<file path="config.mk">
export PLATFORM = sky130hd
export DESIGN_NAME = exc_entry_ctrl
export DESIGN_NICKNAME = d
export VERILOG_FILES = /design/src/rtl/exc_pkg.sv /design/src/rtl/exc_prio_sel.sv /design/src/rtl/exc_spsr_bank.sv /design/src/rtl/exc_entry_ctrl.sv
export SDC_FILE = /design/constraint.sdc
export NUM_CORES = 1
export LEC_CHECK = 0
export BUFFER_PORTS_ARGS = -buffer_cell sky130_fd_sc_hd__clkbuf_2
export CORE_MARGIN = 2
export CORE_UTILIZATION = 50
export CTS_BUF_LIST = sky130_fd_sc_hd__clkbuf_16
export DETAILED_ROUTE_END_ITERATION = 12
export PLACE_DENSITY = 0.72
export SYNTH_ARGS = -nofsm -noshare
export SYNTH_HDL_FRONTEND = slang
export SYNTH_SLANG_ARGS = --single-unit
export TNS_END_PERCENT = 50
</file>
<file path="constraint.sdc">
create_clock -name clk -period 2.55 [get_ports clk]
set_input_delay 0.255 -clock clk [delete_from_list [all_inputs] [get_ports clk]]
set_output_delay 0.255 -clock clk [all_outputs]
set_load 0.01 [all_outputs]
</file>
<file path="src/rtl/exc_pkg.sv">
package exc_pkg;

    typedef enum logic [4:0] {
        M_USR = 5'h10,
        M_FIQ = 5'h11,
        M_IRQ = 5'h12,
        M_SVC = 5'h13,
        M_ABT = 5'h17,
        M_UND = 5'h1B
    } mode_e;

    typedef struct packed {
        mode_e mode;
        logic  i;
        logic  f;
    } psr_t;

    typedef enum logic [2:0] {
        X_NONE, X_RST, X_DABT, X_FIQ, X_IRQ, X_PABT, X_UND, X_SWI
    } exc_e;

    localparam int NBANK = 5;
    localparam int IDX_W = $clog2(NBANK);

    localparam psr_t PSR_RESET = '{mode: M_SVC, i: 1'b1, f: 1'b1};
    localparam psr_t PSR_BLANK = '{mode: M_USR, i: 1'b0, f: 1'b0};

    function automatic logic [IDX_W-1:0] bank_idx(mode_e m);
        case (m)
            M_FIQ:   return IDX_W'(0);
            M_IRQ:   return IDX_W'(1);
            M_SVC:   return IDX_W'(2);
            M_ABT:   return IDX_W'(3);
            M_UND:   return IDX_W'(4);
            default: return IDX_W'(0);
        endcase
    endfunction

    function automatic logic [4:0] vec_off(exc_e x);
        case (x)
            X_UND:   return 5'h04;
            X_SWI:   return 5'h08;
            X_PABT:  return 5'h0C;
            X_DABT:  return 5'h10;
            X_IRQ:   return 5'h18;
            X_FIQ:   return 5'h1C;
            default: return 5'h00;
        endcase
    endfunction

    function automatic mode_e entry_mode(exc_e x);
        case (x)
            X_UND:         return M_UND;
            X_PABT, X_DABT: return M_ABT;
            X_IRQ:         return M_IRQ;
            X_FIQ:         return M_FIQ;
            default:       return M_SVC;
        endcase
    endfunction

endpackage

</file>
<file path="src/rtl/exc_prio_sel.sv">
module exc_prio_sel
    import exc_pkg::*;
(
    input  logic  rst_pend,
    input  logic  chain,
    input  logic  rq_dabt,
    input  logic  rq_fiq,
    input  logic  rq_irq,
    input  logic  rq_pabt,
    input  logic  rq_und,
    input  logic  rq_swi,
    input  psr_t  cur,
    output exc_e  sel,
    output logic  chain_next
);
    always_comb begin
        sel        = X_NONE;
        chain_next = 1'b0;
        if (rst_pend)                 sel = X_RST;
        else if (chain)               sel = X_FIQ;
        else if (rq_dabt) begin
            sel        = X_DABT;
            chain_next = rq_fiq && !cur.f;
        end
        else if (rq_fiq && !cur.f)    sel = X_FIQ;
        else if (rq_irq && !cur.i)    sel = X_IRQ;
        else if (rq_pabt)             sel = X_PABT;
        else if (rq_und)              sel = X_UND;
        else if (rq_swi)              sel = X_SWI;
    end
endmodule

</file>
<file path="src/rtl/exc_spsr_bank.sv">
module exc_spsr_bank
    import exc_pkg::*;
(
    input  logic             clk,
    input  logic             rst_n,
    input  logic             wr_en,
    input  logic [IDX_W-1:0] wr_idx,
    input  psr_t             wr_data,
    input  logic [IDX_W-1:0] rd_idx,
    output psr_t             rd_data
);
    psr_t bank_q [NBANK];

    for (genvar g = 0; g < NBANK; g++) begin : g_bank
        always_ff @(posedge clk or negedge rst_n) begin
            if (!rst_n)                                 bank_q[g] <= PSR_BLANK;
            else if (wr_en && wr_idx == IDX_W'(g))      bank_q[g] <= wr_data;
        end
    end

    always_comb begin
        rd_data = PSR_BLANK;
        for (int k = 0; k < NBANK; k++)
            if (rd_idx == IDX_W'(k)) rd_data = bank_q[k];
    end
endmodule

</file>
<file path="src/rtl/exc_entry_ctrl.sv">
module exc_entry_ctrl
    import exc_pkg::*;
#(
    parameter int VEC_W = 32
) (
    input  logic             clk,
    input  logic             rst_n,
    input  logic             req_dabt,
    input  logic             req_fiq,
    input  logic             req_irq,
    input  logic             req_pabt,
    input  logic             req_und,
    input  logic             req_swi,
    input  logic             exc_ret,
    output logic             take_o,
    output logic [VEC_W-1:0] vec_o,
    output logic [4:0]       mode_o,
    output logic             imask_o,
    output logic             fmask_o
);
    typedef struct packed {
        psr_t             psr;
        logic             take;
        logic [VEC_W-1:0] vec;
        logic             rst_pend;
        logic             chain;
    } state_t;

    state_t           st_d, st_q;
    exc_e             sel;
    logic             chain_next;
    logic             bk_we;
    logic [IDX_W-1:0] bk_widx, bk_ridx;
    psr_t             bk_wdata, bk_rdata;

    exc_prio_sel u_sel (
        .rst_pend  (st_q.rst_pend),
        .chain     (st_q.chain),
        .rq_dabt   (req_dabt),
        .rq_fiq    (req_fiq),
        .rq_irq    (req_irq),
        .rq_pabt   (req_pabt),
        .rq_und    (req_und),
        .rq_swi    (req_swi),
        .cur       (st_q.psr),
        .sel       (sel),
        .chain_next(chain_next)
    );

    exc_spsr_bank u_bank (
        .clk    (clk),
        .rst_n  (rst_n),
        .wr_en  (bk_we),
        .wr_idx (bk_widx),
        .wr_data(bk_wdata),
        .rd_idx (bk_ridx),
        .rd_data(bk_rdata)
    );

    always_comb begin
        st_d      = st_q;
        st_d.take = 1'b0;
        bk_we     = 1'b0;
        bk_widx   = bank_idx(entry_mode(sel));
        bk_wdata  = st_q.psr;
        bk_ridx   = bank_idx(st_q.psr.mode);
        if (sel != X_NONE) begin
            st_d.take     = 1'b1;
            st_d.vec      = VEC_W'(vec_off(sel));
            st_d.psr.mode = entry_mode(sel);
            st_d.psr.i    = 1'b1;
            st_d.psr.f    = (sel == X_RST || sel == X_FIQ) ? 1'b1 : st_q.psr.f;
            st_d.rst_pend = 1'b0;
            st_d.chain    = chain_next;
            bk_we         = (sel != X_RST);
        end else if (exc_ret && st_q.psr.mode != M_USR) begin
            st_d.psr = bk_rdata;
        end
    end

    always_ff @(posedge clk or negedge rst_n) begin
        if (!rst_n) begin
            st_q.psr      <= PSR_RESET;
            st_q.take     <= 1'b0;
            st_q.vec      <= '0;
            st_q.rst_pend <= 1'b1;
            st_q.chain    <= 1'b0;
        end else begin
            st_q <= st_d;
        end
    end

    assign take_o  = st_q.take;
    assign vec_o   = st_q.vec;
    assign mode_o  = st_q.psr.mode;
    assign imask_o = st_q.psr.i;
    assign fmask_o = st_q.psr.f;
endmodule

</file>
# Yosys cells after proc, flatten, opt, wreduce, memory -nomap -nowiden
# Index checks and enable logic that the tools add are counted.
# W data, S select, Z words.
# word_totals
ff_bits	50
input_bits	9
output_inout_bits	40
# classes
eq_ne	26
muxes	25
n_reduce_logical	17
# op_table
cell	count
$mux W7	7
$eq A5 B5 Y1 const B	8
$mux W35	1
$pmux W5 S6	1
$mux W3	8
$pmux W3 S4	2
$eq A3 B2 Y1 const B	6
$eq A3 B3 Y1 const B	6
$pmux W4 S4	1
$eq A3 B1 Y1 const B	3
$logic_and A1 B1 Y1	8
$logic_not A3 Y1	2
$mux W1	5
$ne A5 B5 Y1 const B	1
$ne A3 B1 Y1 const B	1
$reduce_bool A3 Y1	1
$logic_not A1 Y1	2
$ne A2 B1 Y1 const B	1
$reduce_and A2 Y1	1
$reduce_bool A2 Y1	1
$reduce_or A2 Y1	1
$logic_or A1 B1 Y1	1

# Depth between registers and ports, before layout
# depth
depth_word	15
depth_mapped	7

# Hierarchy
# A second synthesis with hierarchy kept.
# hier_totals
hier_cells	257
hier_area_um2	2810.2
# by_module_without_submodules
module	instances	cells_each	area_per_inst_um2
exc_spsr_bank	1	122	1684.1
exc_entry_ctrl	1	121	1024.7
exc_prio_sel	1	14	101.3

# Worst setup path before layout
# Ideal clock, no wire load.
# synth_path
path_kind	register to register
from	register st_q, in the netlist imask_o
to	register u_bank.bank_q[10] in the netlist's numbering
setup_time_ps	125
arrival_ps	1811
required_time_ps	2425
slack_ps	614
path_stages_with_launch	6
path_buffers	0
period_less_slack_ps	1936
path_cell_list	dfstp_2 -> nor2b_1 -> or2_1 -> o21ai_4 -> mux2i_4 -> mux2_2
# synth_via
elab_chain_cells	14
word_cells_on_any_way	24
cone_classes	eq/ne (11); mux (8); reduce/logical (5)
# synth_rtl
item	line	source
from (decl)	exc_entry_ctrl.sv:29	state_t st_d, st_q;
from (signal assigned)	exc_entry_ctrl.sv:89	st_q <= st_d;
$logic_not A1 Y1 *	exc_prio_sel.sv:26	else if (rq_irq && !cur.i) sel = X_IRQ;
$logic_and A1 B1 Y1 *	exc_prio_sel.sv:26	
$mux W3 *	exc_prio_sel.sv:26	
$mux W3 *	exc_prio_sel.sv:25	else if (rq_fiq && !cur.f) sel = X_FIQ;
$mux W3 *	exc_prio_sel.sv:21	else if (rq_dabt) begin
$mux W3 *	exc_prio_sel.sv:20	else if (chain) sel = X_FIQ;
$mux W3 *	exc_prio_sel.sv:19	if (rst_pend) sel = X_RST;
$eq A3 B3 Y1 or $eq A3 B2 Y1 (tied branches)	exc_pkg.sv:52	case (x)
$reduce_or A2 Y1	exc_pkg.sv:52	
$pmux W4 S4	exc_pkg.sv:52	
$eq A5 B5 Y1	exc_pkg.sv:29	case (m)
$pmux W3 S4	exc_pkg.sv:29	
$eq A3 B2 Y1	exc_spsr_bank.sv:17	else if (wr_en && wr_idx == IDX_W'(g)) bank_q[g] <= wr_data;
$logic_and A1 B1 Y1 *	exc_spsr_bank.sv:17	
to (signal, indexed assignment)	exc_spsr_bank.sv:17	
to (decl)	exc_spsr_bank.sv:12	psr_t bank_q [NBANK];
# Mark *: on every way between the ends. The rest lies on a longest branch, timed or not.
# A chain may end at the register's enable or synchronous reset.

# Final worst setup path
# layout_path
from	register st_q, in the netlist imask_o
to	register u_bank.bank_q[11] in the netlist's numbering
# The elaborated chain is that of the path after synthesis.

==> flow_summary_export.csv <==
group,metric,value,unit
timing,finClkSkew,0.008282,ns
detailed_routing,ant_nets,0,
timing,period_needed,2.271,ns
synthesis,synth-seq-area-share,45.87,%
critical_path,cpLargestDelayFamily,"multiplexers",
timing,max_freq,440.4,MHz
detailed_routing,first_pass_iters,4,
synthesis,synth_most_common_cell,"dfrtp_1",
timing,rsz0062_at_grt,"false",
hold_path,whs_path_depth,2,
final_layout,diodes,0,
critical_path,r2r_start,"imask_o$_DFFE_PN1P_",
status,status,"finished clean",
detailed_routing,post-route-drc-count,0,
detailed_routing,routedWlPerCell,15.77,um
timing,final_max_slew_viol_count,0,
synthesis,synth_top_cell_by_area,"dfrtp_1",
timing,setup_slack,0.2793,ns
critical_path,crit_start,"imask_o$_DFFE_PN1P_",
timing,tns,0,ns
critical_path,startpoint_type,"register",
detailed_routing,vias_per_cell,5.416,
grt,grt_overflow_total,0,
final_layout,fill_cells,463,
clocking,cts_buffers,5,
synthesis,avgSynthCellArea,10.95,sq um
place,place_ws,0.2915,ns
synthesis,synth_top_cell_area_share,34.96,%
clocking,cts_buffer_depth,2,
critical_path,path_depth,5,
synthesis,synth_ff_type,"dfrtp_1",
synthesis,synth_top_family_by_area,"multiplexers",
synthesis,synthTopCellsByArea,"dfrtp_1, mux2_2, dfstp_2",
timing,report.final.hold_viol_count,0,
power,vdd_drop_max,377.7,uV
synthesis,synth.mux.area_fraction,15.68,%
timing,tightest_slew,0.5919,ns
critical_path,rr_worst_depth,5,
synthesis,synth-xor-area-share,0,%
synthesis,yosys.area_share.simple,13.60,%
hold_path,worstHoldPathType,"input pin to register",
clocking,cts_max_level,2,
timing,fin_crit_sh,89.05,%
critical_path,path_cells,"nor2b_1, or2_1, o21ai_4, mux2i_4, mux2_2",
clocking,clk_pin_slew,0.06,ns
floorplan,coreArea,0.005107,sq mm
synthesis,netlist_area,0.002649,sq mm
floorplan,die_area,0.005896,sq mm
floorplan,num_rows,26,
clocking,cts-root-buf,"clkbuf_16",
timing,setup_viol,0,
clocking,cts_tree,"yes",
critical_path,path_buf_inv,0,
place,hpwl,3682,um
critical_path,cpPeakStageDelay,0.58,ns
clocking,cts_setup_buffers,0,
synthesis,async_flop_share,100.0,%
synthesis,ys_warn_count,0,
power,p_leak,0.001208,uW
detailed_routing,drt_iter0_markers,193,
timing,relSlewSlack,59.99,%
place,place_area,0.002709,sq mm
clocking,cts.sink_count,48,
place,gp_congestion,0.8177,
critical_path,critical_path_class,"register to register",
synthesis,synth.distinct_cells,56,
critical_path,required,2.72,ns
floorplan,start_util,51.86,%
critical_path,critPathMaxFanout,12,
floorplan,die_w,76.79,um
synthesis,synth_compound_area_share,13.13,%
synthesis,synth_seq_cells,48,
detailed_routing,vias,1809,
critical_path,critPathSlowestCell,"dfstp_2",
job,cap_violations,0,
grt,antenna_found_initial,0,
grt,grt_pass1_wl,8659,um
detailed_routing,wl,5266,um
critical_path,reg2reg_to,"u_bank.bank_q[11]$_DFFE_PN0P_",
final_layout,final_nets,272,
floorplan,ios,49,
critical_path,arrival,2.44,ns
critical_path,endpoint,"u_bank.bank_q[11]$_DFFE_PN0P_",
synthesis,synth_edf_count,0,
final_layout,layout-drive-gt1-share,32.95,%
synthesis,synth_common_cells,"dfrtp_1, mux2_2, buf_4",
synthesis,syn_inst,242,
grt,grt_max_degree,35,
final_layout,syn2layout_area_growth,7.983,%
critical_path,r2r_slack,0.28,ns
synthesis,synth_fa_ha_area_share,0,%
grt,track_usage,18.63,%
power,total_power,1876,uW
clocking,clk_latency,0.28,ns
final_layout,final_area,0.002860,sq mm
critical_path,critPathCaptureType,"register",
place,numPortBuffers,19,
grt,grt_pass1_vias,1707,
power,p_per_area,656.1,mW/mm^2
clocking,cts.repair.resized,0,
floorplan,die_y,76.79,um
final_layout,final_core_util,56.00,%
==> power by group <==
part           leakage [uW]  total (uW)  internal, uW  switching [uW]
clock             0.0000726         629           358             271
combinational      0.000597         317           146             171
sequential         0.000539         931           863            67.4
==> what timing repair did <==
action                                  4_1_cts  5_1_grt
endpoints found under the setup margin        0        0
hold buffers                                  1        0
hold endpoints to repair                     10        0
==> metrics by stage <==
| stage | cells | hold WS, ns |
|---|---|---|
| final | 334 | 0.3070 |
| after global routing | 334 | 0.3093 |
| after CTS | 334 | 0.3018 |
| after detailed placement | 325 | 0.1869 |
| after global placement | 325 | 0.1848 |
| after floorplan | 271 | -0.04059 |
==> cells by family (layout without fill, tap and decap cells) <==
| family | count (synthesis) | after routing |
|---|---|---|
| and+or+nand+nor | 62 | 62 |
| buffers and inverters | 49 | 42 |
| DFF | 48 | 48 |
| AOI/OAI and AO/OA | 46 | 46 |
| muxes | 36 | 36 |
| other | 1 | 30 |
==> worst min path at each step <==
stage                     startpoint                       endpoint  slack, ns
after detailed placement       rst_n  u_bank.bank_q[16]$_DFFE_PN0P_       0.19
after global routing        req_dabt            st_q[0]$_DFFE_PN0P_       0.31
final                       req_dabt            st_q[0]$_DFFE_PN0P_       0.31
after floorplan                rst_n          mode_o[2]$_DFFE_PN0P_      -0.04
after global placement         rst_n  u_bank.bank_q[22]$_DFFE_PN0P_       0.18
after CTS                   req_dabt            st_q[0]$_DFFE_PN0P_       0.30
==> placed cells by master, fill, tap and decap left out, types with 7 or more instances in the layout <==
master / n
a21oi_1: 9
clkbuf_2: 19
conb_1: 30
dfrtp_1: 37
dfstp_2: 11
inv_1: 8
mux2_2: 33
nand2_1: 12
nor2_1: 13
o21ai_0: 7
==> routing by layer <==
metal	part of all wire, %	vias to the layer above	track usage [%]
li1	-	854	-
met2	47	61	28.86
met4	1.8	0	6.545
met1	46	887	25.55
met3	4.8	7	4.471
met5	0	-	0
==> sequential cells by signal (all words and copies together) (netlist names) <==
register	cells
st_q	2
fmask_o	1
mode_o	5
u_bank.bank_q	35
take_o	1
imask_o	1
vec_o	3
==> area by class of cell <==
class / count / area, sq um / area share [%]
Sequential cell: 48 / 1215 / 42.48
Timing Repair Buffer: 26 / 150.1 / 5.249
Clock buffer: 5 / 125.1 / 4.374
Tap cell: 70 / 87.58 / 3.062
Clock inverter: 3 / 16.27 / 0.5687
Multi-Input combinational cell: 174 / 1236 / 43.22
Inverter: 8 / 30.03 / 1.050
Note: power is estimated with default switching activity, not from simulation.
